**src/rtl/misc_ls_pkg.sv**
```systemverilog
package misc_ls_pkg;

  typedef enum logic [1:0] {
    EXT_UHALF = 2'd0,
    EXT_SBYTE = 2'd1,
    EXT_SHALF = 2'd2
  } ext_kind_e;

  typedef struct packed {
    logic       pre;
    logic       up;
    logic       use_imm;
    logic       wr_back;
    logic       load;
    logic [3:0] rn;
    logic [3:0] rd;
    logic [1:0] sh;
    logic [7:0] imm8;
  } ls_fields_t;

  function automatic ls_fields_t split_fields(input logic [31:0] w);
    ls_fields_t f;
    f.pre     = w[24];
    f.up      = w[23];
    f.use_imm = w[22];
    f.wr_back = w[21];
    f.load    = w[20];
    f.rn      = w[19:16];
    f.rd      = w[15:12];
    f.sh      = w[6:5];
    f.imm8    = {w[11:8], w[3:0]};
    return f;
  endfunction

  function automatic ext_kind_e kind_of(input logic [1:0] sh);
    case (sh)
      2'b10:   return EXT_SBYTE;
      2'b11:   return EXT_SHALF;
      default: return EXT_UHALF;
    endcase
  endfunction

endpackage

```
**src/rtl/misc_ls_offset.sv**
```systemverilog
module misc_ls_offset #(
  parameter int XLEN = 32
) (
  input  logic            use_imm,
  input  logic [7:0]      imm8,
  input  logic [XLEN-1:0] reg_ofs,
  output logic [XLEN-1:0] off
);
  localparam int PAD = XLEN - 8;

  always_comb begin
    if (use_imm) off = {{PAD{1'b0}}, imm8};
    else         off = reg_ofs;
  end
endmodule

```
**src/rtl/misc_ls_addr.sv**
```systemverilog
module misc_ls_addr #(
  parameter int XLEN = 32
) (
  input  logic [XLEN-1:0] base,
  input  logic [XLEN-1:0] off,
  input  logic            up,
  input  logic            pre,
  output logic [XLEN-1:0] addr,
  output logic [XLEN-1:0] next_base
);
  logic [XLEN-1:0] sum;
  logic [XLEN-1:0] diff;

  assign sum  = base + off;
  assign diff = base - off;

  always_comb begin
    next_base = up ? sum : diff;
    addr      = pre ? next_base : base;
  end
endmodule

```
**src/rtl/misc_ls_extend.sv**
```systemverilog
module misc_ls_extend
  import misc_ls_pkg::*;
#(
  parameter int XLEN = 32
) (
  input  ext_kind_e       kind,
  input  logic [XLEN-1:0] raw,
  output logic [XLEN-1:0] ext
);
  localparam int HALF_W = 16;
  localparam int BYTE_W = 8;
  localparam int HI_H   = XLEN - HALF_W;
  localparam int HI_B   = XLEN - BYTE_W;

  logic unused_hi;
  assign unused_hi = ^raw[XLEN-1:HALF_W];

  always_comb begin
    case (kind)
      EXT_SBYTE: ext = {{HI_B{raw[BYTE_W-1]}}, raw[BYTE_W-1:0]};
      EXT_SHALF: ext = {{HI_H{raw[HALF_W-1]}}, raw[HALF_W-1:0]};
      default:   ext = {{HI_H{1'b0}}, raw[HALF_W-1:0]};
    endcase
  end
endmodule

```
**src/rtl/misc_ls_agu.sv**
```systemverilog
module misc_ls_agu
  import misc_ls_pkg::*;
#(
  parameter int XLEN = 32
) (
  input  logic            clk,
  input  logic            rst_n,
  input  logic            cmd_valid,
  output logic            cmd_ready,
  input  logic [31:0]     cmd_instr,
  input  logic [XLEN-1:0] cmd_base,
  input  logic [XLEN-1:0] cmd_ofs,
  input  logic [XLEN-1:0] cmd_store_val,
  input  logic            out_ready,
  output logic            mem_req,
  output logic            mem_we,
  output logic            mem_byte,
  output logic [XLEN-1:0] mem_addr,
  output logic [15:0]     mem_wdata,
  input  logic [XLEN-1:0] mem_rdata,
  output logic            wb_en,
  output logic [3:0]      wb_reg,
  output logic [XLEN-1:0] wb_val,
  output logic            ld_valid,
  output logic [3:0]      ld_reg,
  output logic [XLEN-1:0] ld_data
);
  ls_fields_t      f;
  ext_kind_e       kind;
  logic [XLEN-1:0] off;
  logic [XLEN-1:0] next_base;
  logic [XLEN-1:0] ext;
  logic            fire;
  logic            base_upd;
  logic            clash;
  logic            unused_bits;

  assign f           = split_fields(cmd_instr);
  assign kind        = kind_of(f.sh);
  assign unused_bits = ^{cmd_instr[31:25], cmd_instr[7], cmd_instr[4],
                         cmd_store_val[XLEN-1:16]};

  misc_ls_offset #(.XLEN(XLEN)) u_ofs (
    .use_imm (f.use_imm),
    .imm8    (f.imm8),
    .reg_ofs (cmd_ofs),
    .off     (off)
  );

  misc_ls_addr #(.XLEN(XLEN)) u_addr (
    .base      (cmd_base),
    .off       (off),
    .up        (f.up),
    .pre       (f.pre),
    .addr      (mem_addr),
    .next_base (next_base)
  );

  misc_ls_extend #(.XLEN(XLEN)) u_ext (
    .kind (kind),
    .raw  (mem_rdata),
    .ext  (ext)
  );

  assign cmd_ready = out_ready;
  assign fire      = cmd_valid & out_ready;
  assign mem_req   = fire;
  assign mem_we    = ~f.load;
  assign mem_byte  = f.load & (kind == EXT_SBYTE);
  assign mem_wdata = cmd_store_val[15:0];

  // post-indexed always updates; pre-indexed only with the write-back bit
  assign base_upd = ~f.pre | f.wr_back;
  assign clash    = f.load & (f.rd == f.rn);

  always_ff @(posedge clk or negedge rst_n) begin
    if (!rst_n) begin
      wb_en    <= 1'b0;
      ld_valid <= 1'b0;
    end else begin
      wb_en    <= fire & base_upd & ~clash;
      ld_valid <= fire & f.load;
    end
  end

  always_ff @(posedge clk or negedge rst_n) begin
    if (!rst_n) begin
      wb_reg  <= '0;
      wb_val  <= '0;
      ld_reg  <= '0;
      ld_data <= '0;
    end else if (fire) begin
      wb_reg  <= f.rn;
      wb_val  <= next_base;
      ld_reg  <= f.rd;
      ld_data <= ext;
    end
  end
endmodule

```
**config.mk**
```make
export PLATFORM = sky130hd
export DESIGN_NAME = misc_ls_agu
export DESIGN_NICKNAME = d
export VERILOG_FILES = /design/src/rtl/misc_ls_pkg.sv /design/src/rtl/misc_ls_offset.sv /design/src/rtl/misc_ls_addr.sv /design/src/rtl/misc_ls_extend.sv /design/src/rtl/misc_ls_agu.sv
export SDC_FILE = /design/constraint.sdc
export NUM_CORES = 1
export LEC_CHECK = 0
export BUFFER_PORTS_ARGS = -buffer_cell sky130_fd_sc_hd__buf_2
export CORE_UTILIZATION = 43
export DETAILED_ROUTE_END_ITERATION = 8
export PLACE_DENSITY = 0.74
export SETUP_SLACK_MARGIN = 0.1
export SLEW_MARGIN = 30
export SYNTH_ARGS = -nofsm -noshare
export SYNTH_HDL_FRONTEND = slang
export SYNTH_SLANG_ARGS = --single-unit
```
**constraint.sdc**
```tcl
create_clock -name clk -period 5.3 [get_ports clk]
set_clock_uncertainty 0.2 [all_clocks]
set_input_delay 0.53 -clock clk [delete_from_list [all_inputs] [get_ports clk]]
set_output_delay 0.53 -clock clk [all_outputs]
set_load 0.005 [all_outputs]
```
# Word level (Yosys, flattened, before mapping)
# Index checks and enable logic that the tools add are counted.
[totals]
input_bits = 164
regBits = 74
rom_bits = 0
n_memories = 0
output_inout_bits = 126
mem_bits_rw = 0
elab_cells = 28
latchBits = 0
[op_classes]
shifts = 0
n_lt_le_gt_ge = 0
bitwise_logic = 10
mul = 0
eq_ne = 5
add_sub_neg = 2
div = 0
reduce_logical = 0
mux = 5
[op_table]
columns = ["op", "count"]
rows = [
  ["$mux W32", 3],
  ["$pmux W32 S2", 1],
  ["$add A32 B32 Y32", 1],
  ["$sub A32 B32 Y32", 1],
  ["$and A1 B1 Y1", 6],
  ["$eq A2 B2 Y1 const B", 3],
  ["$eq A4 B4 Y1", 1],
  ["$pmux W2 S2", 1],
  ["$not A1 Y1", 3],
  ["$eq A2 B1 Y1 const B", 1],
  ["$or A1 B1 Y1", 1],
]

# Longest topological paths before layout
# Gate-level depths: netlist (run 1).
[depth]
word_depth = 4
mapped_depth = 21
ltp_nobuf = 17

# Hierarchy
# From an unflattened synthesis (run 1), not the netlist that was laid out.
[hier_totals]
cells_unflattened = 681
hier_area_um2 = 6665.1
[by_module_without_submodules]
columns = ["mod", "cells_per_inst", "area_each_um2", "n_inst", "seq_area_each_um2"]
rows = [
  ["misc_ls_agu", 185, 3140.5, 1, 1851.8],
  ["misc_ls_addr", 420, 2932.8, 1, 0.0],
  ["misc_ls_extend", 41, 307.8, 1, 0.0],
  ["misc_ls_offset", 35, 284.0, 1, 0.0],
]

# Worst setup path before layout (run 1)
# No wires, ideal clock.
[synth_timing]
kind = "input-to-output"
start = "input port cmd_instr[22]"
end = "output port mem_addr[30]"
cell_stages = 19
required_ps = 4570
setup_slack_ps = -409
arrival_ps = 4979
path_cell_list = "buf_2 buf_1 buf_1 mux2i_1 ha_1 o211ai_1 nor2_1 nor2_1 nor2_1 a211oi_1 ha_1 and3_4 nand2_2 or4b_4 a21o_1 a211oi_2 o2111ai_2 a2111o_1 nand3_1"
[synth_between]
elab_chain_cells = 4
[synth_lines]
columns = ["element", "line_no", "source"]
rows = [
  ["start: declaration", "misc_ls_agu.sv:10", "input logic [31:0] cmd_instr,"],
  ["$mux W32 (*)", "misc_ls_offset.sv:12", "if (use_imm) off = {{PAD{1'b0}}, imm8};"],
  ["$sub A32 B32 Y32 / $add A32 B32 Y32 (equally long branches)", "misc_ls_addr.sv:15, misc_ls_addr.sv:14", ""],
  ["$mux W32 (*)", "misc_ls_addr.sv:18", "next_base = up ? sum : diff;"],
  ["$mux W32 (*)", "misc_ls_addr.sv:19", "addr = pre ? next_base : base;"],
  ["end: declaration", "misc_ls_agu.sv:18", "output logic [XLEN-1:0] mem_addr,"],
]
# Every way passes the cells marked *; elsewhere a longest branch is shown, timed or not.

# Worst setup path in the final report (run 1)
[layout_timing]
start = "input port cmd_instr[22]"
end = "output port mem_addr[28]"
# The elaborated chain is that of the path after synthesis.

==> impl_metrics.json, run 1 <==
{
  "synth_ff_type": "dfrtp_1",
  "nFillCells": 1278,
  "holdCritPathClass": "in -> async",
  "maxCapViolations": 0,
  "largest-register": "wb_val",
  "powerDensity_nw_per_um2": 276,
  "ys_seq_elements": 59,
  "drt_wl_total_mm": 17.8,
  "critPathRequiredTime_ns": 4.57,
  "timing.final.crit_share_pct": 94.3,
  "fin_crit_ns": 5.00,
  "max_freq_ghz": 0.200,
  "setup_tns_ns": 0,
  "cts_root_buf": "clkbuf_16",
  "dpl.hpwl_mm": 13.8,
  "first_pass_iters": 6,
  "grt_pass1_wl_mm": 27.6,
  "syn_area_per_cell_um2": 7.60,
  "ioPinCount": 290,
  "clk_pin_slew_ns": 0.05,
  "final_cell_mix": "215 x buf_2, 140 x nand2_1, 60 x a21oi_1, 60 x nor2_1, 59 x dfrtp_1",
  "diodes": 0,
  "cts_buffer_depth": 2,
  "multiInputGateArea_um2": 4220,
  "drive_gt1_share_pct": 35.8,
  "crit_fanout": 10,
  "row_count": 42,
  "drcViolationCount": 0,
  "routed_via_density": 5.47,
  "clkLatencyLatePin_ns": 0.32,
  "register_area_um2": 1480,
  "top_regs": "wb_val: 32 flops, ld_data: 17 flops",
  "gp_congestion": 0.906,
  "worstMarginPinSlew_ns": 0.793,
  "yosysUniqueCellTypes": 66,
  "cts_max_level": 3,
  "grt_max_degree": 74,
  "fin_nets": 1178,
  "synthArstFlopShare_pct": 100,
  "syn2layout_area_growth_pct": 29.0,
  "yosysSeqAreaShare_pct": 24.9,
  "placed_cell_area_um2": 7060,
  "critical_path_arrival_ns": 4.27,
  "grt_pass1_vias": 5619,
  "postRouteAntennaNets": 0,
  "syn_inst": 781,
  "start_kind": "input pin",
  "synth_nets": 985,
  "io_buffers": 216,
  "drv_slew": 0,
  "p_leak_nw": 3.75,
  "timing_hold_violations_final": 0,
  "die-area_um2": 14300,
  "detailroute.via_count": 6323,
  "cts_tree": "built",
  "drtIter0Drc": 340,
  "clock_sinks": 59,
  "end_kind": "output port",
  "yosysWarningCount": 0,
  "wire_per_inst_um": 15.4,
  "synth_edf_count": 0,
  "irDropWorstVdd_mv": 0.136,
  "largest_reg_flops": 32,
  "setup_viol": 0,
  "fp.dieH_um": 120,
  "die_w_um": 120,
  "stdcell_area_um2": 7660,
  "status": "complete, no violations",
  "grt_overflow": 0,
  "antenna_found_initial": 1,
  "netlist_area_um2": 5940,
  "final_common_cell": "buf_2",
  "criticalPathCategory": "in -> out",
  "grtUsageTotal_pct": 24.2,
  "start_util_pct": 44.5,
  "cts_buffers": 9,
  "core-area_um2": 13300,
  "rsz0062_at_grt": "no",
  "max_slew_margin_pct": 47.1
}
-- critical path, stage by stage --
cell      delay, ns
buf_12         0.12
buf_4          0.16
nor3_1         0.23
o211ai_1       0.20
nor2_2         0.26
buf_4          0.16
a21oi_2        0.05
o22ai_1        0.19
a31oi_2        0.07
ha_1           0.34
nand2_2        0.07
or4b_4         0.58
a21o_1         0.22
a211oi_4       0.31
o211ai_1       0.17
and3b_1        0.22
o31ai_1        0.23
buf_2          0.15
-- repair_timing --
item	4_1_cts	5_1_grt
endpoints found under the setup margin	2	14
endpoints found under the hold margin	0	0
buffers inserted	0	9
hold buffers	0	0
pin swaps	0	24
resized for setup	4	52
-- final cells by class --
class                           count  area share (%)
Multi-Input combinational cell    630            55.0
Sequential cell                    59            19.3
Timing Repair Buffer              252            17.9
Clock buffer                       11            3.17
Tap cell                          176            2.87
Inverter                           22            1.08
Clock inverter                      5           0.686
-- final timing paths --
path,start,to,slack (ns),depth (start not counted)
max,cmd_instr[22],mem_addr[28],0.30,18
min,rst_n,wb_val[13],0.15,2
max reg2reg,wb_val[29],wb_val[29],4.17,3
min reg2reg,ld_reg[2],ld_reg[2],0.27,2
max in group asynchronous,rst_n,wb_val[21],4.22,2
min in group clk,mem_rdata[6],ld_data[6],0.20,3
-- Yosys cell counts (21+ instances only) --
library cell    n  area share, %
a21oi_1        62            5.2
buf_4          32            4.0
clkbuf_1       27            1.7
dfrtp_1        59             25
ha_1           39            8.2
inv_1          21            1.3
mux2_2         33            6.3
nand2_1       142            9.0
nor2_1         65            4.1
nor3_1         32            2.7
o21ai_0        37            3.1
xnor2_1        25            3.7
-- report_power, final --
group,leakage (nW),internal (mW),switching [mW]
Sequential,0.727,0.551,0.0508
Clock,0.145,0.374,0.204
Combinational,2.87,0.431,0.505
-- layer usage --
| metal | part of all wire, % | global-route usage, % | vias up | wire length [µm] |
|---|---|---|---|---|
| met1 | 46 | 33.1 | 2929 | 8240 |
| met3 | 6.0 | 3.71 | 5 | 1060 |
| met2 | 47 | 40.5 | 239 | 8420 |
| li1 | - | - | 3150 | - |
| met5 | 0 | 0 | - | 0 |
| met4 | 0.58 | 4.69 | 0 | 104 |
-- logic make-up after synthesis --
logic type | Yosys count | synth area share [%]
flops | 59 | 24.9
xor+xnor | 38 | 5.60
mux | 43 | 7.94
compound gates | 198 | 21.4
buf+inv | 92 | 7.92
fa+ha+maj | 40 | 8.55
simple gates | 311 | 23.7
-- per-stage QoR --
stage / hold WS [ns] / setup WS (ns) / std cells / power, mW / util [%]
floorplan: 0.0344 / 0.112 / 781 / 1.16 / -
global placement: 0.252 / 0.127 / 1130 / 1.49 / 52.9
detailed placement: 0.257 / 0.0711 / 1130 / 1.50 / 52.9
CTS: 0.185 / 0.125 / 1146 / 2.09 / 55.2
global route: 0.197 / 0.0889 / 1155 / 2.26 / 57.4
finish: 0.153 / 0.304 / 1155 / 2.12 / 57.4
(Power assumes the default switching activity.)
==> run 2, diff against run 1 <==
- ABC_AREA: default -> 1
==> impl_metrics.json, run 2 <==
{
  "status": "complete, no violations",
  "powerDensity_nw_per_um2": 277,
  "end_kind": "output port",
  "irDropWorstVdd_mv": 0.155,
  "drcViolationCount": 0,
  "io_buffers": 216,
  "critical_path_arrival_ns": 3.99,
  "synth_mux_area_share_pct": 0,
  "switching_share_pct": 37.2,
  "yosysUniqueCellTypes": 40,
  "p_leak_nw": 4.14,
  "hold_buffers": 0,
  "clock_sinks": 59,
  "p_sw_mw": 0.753,
  "syn_area_per_cell_um2": 6.22,
  "fp.dieH_um": 120,
  "top_regs": "wb_val: 32 flops, ld_data: 17 flops",
  "drive_gt1_share_pct": 22.3,
  "fin_nets": 1348,
  "setup_tns_ns": 0,
  "core-area_um2": 13500,
  "crit_chain": "buf_2, nand2_1, o21ai_1, ha_1, inv_1, nor3_2, inv_1, nor2_2, nor2_1, nor2_1, nand2_1, xnor2_1, ha_1, a21oi_1, o21ai_0, a21oi_1, nand2_1, xnor2_1, o21ai_0, buf_2",
  "wire_per_inst_um": 13.8,
  "drtIter0Drc": 375,
  "max_slew_margin_pct": 51.5,
  "path_delay_family": "simple AND/OR/NAND/NOR gates",
  "synth_top_family_by_area": "simple AND/OR/NAND/NOR gates",
  "synthArstFlopShare_pct": 100,
  "power_frac_comb_pct": 43.3,
  "cts_buffer_depth": 2,
  "die_w_um": 120,
  "fin_crit_ns": 4.72,
  "grt_max_degree": 67,
  "syn2layout_area_growth_pct": 21.6,
  "ys_seq_elements": 59,
  "crit_buf_inv": 4,
  "timing_hold_violations_final": 0,
  "slowest_stage": "xnor2_1",
  "holdCritPathClass": "in -> async",
  "fin_ws_ns": 0.584,
  "max_freq_ghz": 0.212,
  "synth_area_leaders": "dfrtp_1 25%, nand2_1 22%, ha_1 8.1%",
  "cts_max_level": 3,
  "synth_top_area_cell": "dfrtp_1",
  "clkLatencyLatePin_ns": 0.32,
  "nFillCells": 1426,
  "netlist.area_leader.share_pct": 24.5,
  "dpl.hpwl_mm": 15.2,
  "synthSimpleGateAreaFrac_pct": 38.6,
  "criticalPathCategory": "in -> out",
  "rsz0062_at_grt": "no",
  "grt_pass1_wl_mm": 28.6,
  "dp_cells": 1309,
  "grt_overflow": 0,
  "yosysWarningCount": 0,
  "synthAdderAreaFrac_pct": 8.44,
  "maxCapViolations": 0,
  "synth-compound-area-share_pct": 11.6,
  "cts_root_buf": "clkbuf_16",
  "drv_slew": 0,
  "path_common_cell": "nand2_1",
  "final_cells": 1325,
  "largest-register": "wb_val",
  "row_count": 42,
  "syn_inst": 968,
  "crit_fanout": 14,
  "synth_nets": 1172,
  "critPathRequiredTime_ns": 4.57,
  "grt_pass1_vias": 5843,
  "antenna_found_initial": 1,
  "worstMarginPinSlew_ns": 0.727,
  "start_util_pct": 44.8,
  "first_pass_iters": 5,
  "cts_tree": "built",
  "start_kind": "input pin",
  "final_common_cell": "nand2_1",
  "r2r-start": "ld_data[30]",
  "final_cell_mix": "358 x nand2_1, 216 x buf_2, 81 x inv_1, 75 x nand3_1, 73 x nor2_1",
  "synth_ff_type": "dfrtp_1",
  "grtUsageTotal_pct": 25.4,
  "synth_most_common_cell": "nand2_1",
  "netlist_top_cells_count": "359 x nand2_1, 81 x inv_1, 75 x nand3_1, 73 x nor2_1",
  "synth_edf_count": 0,
  "timing.final.crit_share_pct": 89.0,
  "synth_xor_area_share_pct": 5.67,
  "critPathLaunch": "cmd_instr[22]",
  "ioPinCount": 290,
  "cts_buffers": 9,
  "clk_pin_slew_ns": 0.04,
  "netlist_area_um2": 6020,
  "detailroute.via_count": 6605,
  "drt_wl_total_mm": 18.3,
  "setup_viol": 0,
  "power.share.clock_pct": 27.7,
  "intPower_mw": 1.27,
  "largest_reg_flops": 32,
  "die-area_um2": 14500,
  "power_frac_seq_pct": 29.0,
  "routed_via_density": 4.98,
  "cpPeakStageDelay_ns": 0.31,
  "yosysSeqAreaShare_pct": 24.5,
  "place_ws_ns": 0.480,
  "gp_congestion": 0.954,
  "postRouteAntennaNets": 0
}
-- run 2: through the flow --
stage / power, mW / util, % / cell area [µm²] / hold slack, ns
2_1_floorplan: 1.15 / - / 6020 / 0.0344
3_3_place_gp: 1.46 / 52.1 / 7020 / 0.258
3_5_place_dp: 1.47 / 52.1 / 7020 / 0.262
4_1_cts: 2.04 / 54.3 / 7310 / 0.172
5_1_grt: 2.19 / 54.4 / 7320 / 0.207
6_report: 2.03 / 54.4 / 7320 / 0.162
-- run 2: power groups by stage --
stage	combinational (mW)	sequential, mW	clock (mW)
global route	0.992	0.598	0.596
detailed placement	0.873	0.595	0
finish	0.878	0.587	0.560
global placement	0.865	0.592	0
floorplan	0.544	0.602	0
CTS	0.876	0.589	0.575
-- run 2: cell families (layout without fill, tap and decap cells) --
group                      after synthesis  count (layout)
other                                    0               1
xor gates and xnor gates                39              39
buffers and inverters                  143             323
AOI/OAI and AO/OA                      129             129
DFF                                     59              59
adders and majority gates               40              40
and+or+nand+nor                        558             558
-- run 2: layout make-up --
class / count / area (µm²) / share of cell area (%)
Inverter: 87 / 327 / 4.46
Clock inverter: 2 / 35.0 / 0.479
Tap cell: 176 / 220 / 3.01
Sequential cell: 59 / 1480 / 20.2
Antenna cell: 1 / 2.50 / 0.0342
Multi-Input combinational cell: 766 / 3880 / 53.0
Clock buffer: 13 / 260 / 3.56
Timing Repair Buffer: 221 / 1120 / 15.3
-- run 2: path summary, 6_finish.rpt --
| path | endpoint | slack (ns) | depth (start not counted) |
|---|---|---|---|
| max | mem_addr[15] | 0.58 | 20 |
| min in group clk | ld_data[1] | 0.21 | 3 |
| min | ld_reg[0] | 0.16 | 2 |
| max in group asynchronous | ld_data[12] | 4.26 | 2 |
| min reg2reg | wb_val[31] | 0.27 | 2 |
| max reg2reg | ld_data[30] | 4.29 | 2 |
-- run 2: per-layer routing --
| layer | vias to the layer above | track usage, % | part of all wire (%) |
|---|---|---|---|
| met5 | - | 0 | 0 |
| met4 | 0 | 6.40 | 1.7 |
| met3 | 31 | 3.63 | 6.2 |
| met2 | 269 | 44.4 | 47 |
| met1 | 2871 | 32.6 | 45 |
| li1 | 3434 | - | - |
-- run 2: repair_timing --
action,CTS,global route
setup buffers,0,0
endpoints found under the setup margin,0,1
resized for setup,0,1
==> run 3, diff against run 2 <==
- CORE_UTILIZATION: 43 -> 45
- clock period: 5.3 -> 4.58 ns (I/O delays scaled with it)
==> impl_metrics.json, run 3 (synthesis results as in run 2) <==
{
  "setup_viol": 0,
  "dp_cells": 1309,
  "cts_root_buf": "clkbuf_16",
  "dpl.hpwl_mm": 15.3,
  "top_regs": "wb_val: 32 flops, ld_data: 17 flops",
  "clkLatencyLatePin_ns": 0.32,
  "drive_gt1_share_pct": 25.0,
  "status": "complete, no violations",
  "drtIter0Drc": 466,
  "path_common_cell": "nand2_1",
  "final_cells": 1330,
  "grt_overflow": 0,
  "routed_via_density": 5.09,
  "core-area_um2": 12800,
  "cts_buffers": 9,
  "end_kind": "output port",
  "placed_cell_area_um2": 7040,
  "fin_ws_ns": 0.327,
  "rsz0062_at_grt": "yes",
  "wire_per_inst_um": 14.1,
  "drv_slew": 0,
  "power_frac_comb_pct": 42.7,
  "power_frac_seq_pct": 27.8,
  "maxCapViolations": 0,
  "cts_tree": "built",
  "first_pass_iters": 5,
  "final_common_cell": "nand2_1",
  "intPower_mw": 1.54,
  "place_ws_ns": 0.0856,
  "crit_fanout": 14,
  "io_buffers": 216,
  "grt_pass1_wl_mm": 30.5,
  "fp.dieH_um": 118,
  "total_power_mw": 2.45,
  "timing.final.crit_share_pct": 92.9,
  "nFillCells": 1324,
  "max_freq_ghz": 0.235,
  "ioPinCount": 290,
  "detailroute.via_count": 6774,
  "max_slew_margin_pct": 51.7,
  "worstMarginPinSlew_ns": 0.725,
  "drcViolationCount": 0,
  "cts_max_level": 3,
  "fin_crit_ns": 4.25,
  "grt_max_degree": 67,
  "cts_buffer_depth": 2,
  "drt_wl_total_mm": 18.8,
  "largest-register": "wb_val",
  "clock_sinks": 59,
  "final_cell_mix": "353 x nand2_1, 215 x buf_2, 81 x inv_1, 75 x nand3_1, 68 x nor2_1",
  "largest_reg_flops": 32,
  "timing_hold_violations_final": 0,
  "syn2layout_area_growth_pct": 24.7,
  "critPathRequiredTime_ns": 3.92,
  "p_leak_nw": 4.21,
  "post-route-util_pct": 58.6,
  "slowest_stage": "ha_1",
  "whs_ns": 0.0799,
  "cpPeakStageDelay_ns": 0.35,
  "p_sw_mw": 0.910,
  "die_w_um": 118,
  "grtUsageTotal_pct": 27.4,
  "grt_pass1_vias": 6196,
  "holdCritPathClass": "in -> async",
  "row_count": 41,
  "gp_congestion": 0.886,
  "clk_pin_slew_ns": 0.05,
  "die-area_um2": 13800,
  "irDropWorstVdd_mv": 0.180,
  "antenna_found_initial": 3,
  "start_kind": "input pin",
  "power.share.clock_pct": 29.5,
  "powerDensity_nw_per_um2": 326,
  "stdcell_area_um2": 7510,
  "postRouteAntennaNets": 0,
  "criticalPathCategory": "in -> out",
  "setup_tns_ns": 0,
  "switching_share_pct": 37.1,
  "start_util_pct": 46.9,
  "critical_path_arrival_ns": 3.59,
  "fin_nets": 1354,
  "reg2reg_depth": 2
}
-- run 3: cell count changes in the layout (fill, tap and decap cells not counted), sizes merged --
cell,delta
buf,+6
bufinv,+1
clkbuf,-2
clkinv,+2
diode,+2
-- run 3: power groups by stage --
stage | Sequential, mW | Combinational (mW) | Clock [mW]
2_1_floorplan | 0.697 | 0.629 | 0
3_3_place_gp | 0.685 | 1.01 | 0
3_5_place_dp | 0.689 | 1.01 | 0
4_1_cts | 0.682 | 1.02 | 0.736
5_1_grt | 0.695 | 1.17 | 0.761
6_report | 0.682 | 1.05 | 0.722
-- run 3: routing by layer --
| metal | GRT usage, % | share of wire [%] | wire (µm) | vias up |
|---|---|---|---|---|
| li1 | - | - | - | 3452 |
| met1 | 35.6 | 44 | 8280 | 3022 |
| met2 | 46.2 | 48 | 8970 | 267 |
| met3 | 4.02 | 5.9 | 1110 | 33 |
| met4 | 9.70 | 2.4 | 452 | 0 |
| met5 | 0 | 0 | 0 | - |
-- run 3: worst paths after layout --
path | start | to | slack (ns)
worst min-delay path | rst_n | wb_reg[2] | 0.08
worst max-delay path | cmd_instr[22] | mem_addr[31] | 0.33
worst max register to register | ld_data[30] | ld_data[30] | 3.55
max in group asynchronous | rst_n | ld_data[1] | 3.62
worst min register to register | wb_reg[2] | wb_reg[2] | 0.27
min in group clk | mem_rdata[2] | ld_data[2] | 0.13
-- run 3: repair_timing --
action	4_1_cts	5_1_grt
endpoints found under the hold margin	0	0
pin swaps	1	9
gates resized for setup	3	32
hold buffers	0	0
endpoints found under the setup margin	3	21
buffers inserted	0	2
-- run 3: area by class of cell --
cell class / count / area, µm² / share of cell area (%)
multi-input cells: 766 / 3980 / 53.0
flip-flops and latches: 59 / 1480 / 19.7
repair buffers: 227 / 1170 / 15.6
inverters: 87 / 329 / 4.38
clock buffers: 11 / 253 / 3.37
well taps: 172 / 215 / 2.87
clock inverters: 5 / 75.1 / 1.00
diodes: 3 / 7.51 / 0.100
-- run 3: critical path: cells and delay by family --
family / cells / cell delay (ns)
simple gates: 14 / 1.42
fa+ha+maj: 2 / 0.56
buf+inv: 6 / 0.55
compound gates: 2 / 0.32
xor+xnor: 1 / 0.29
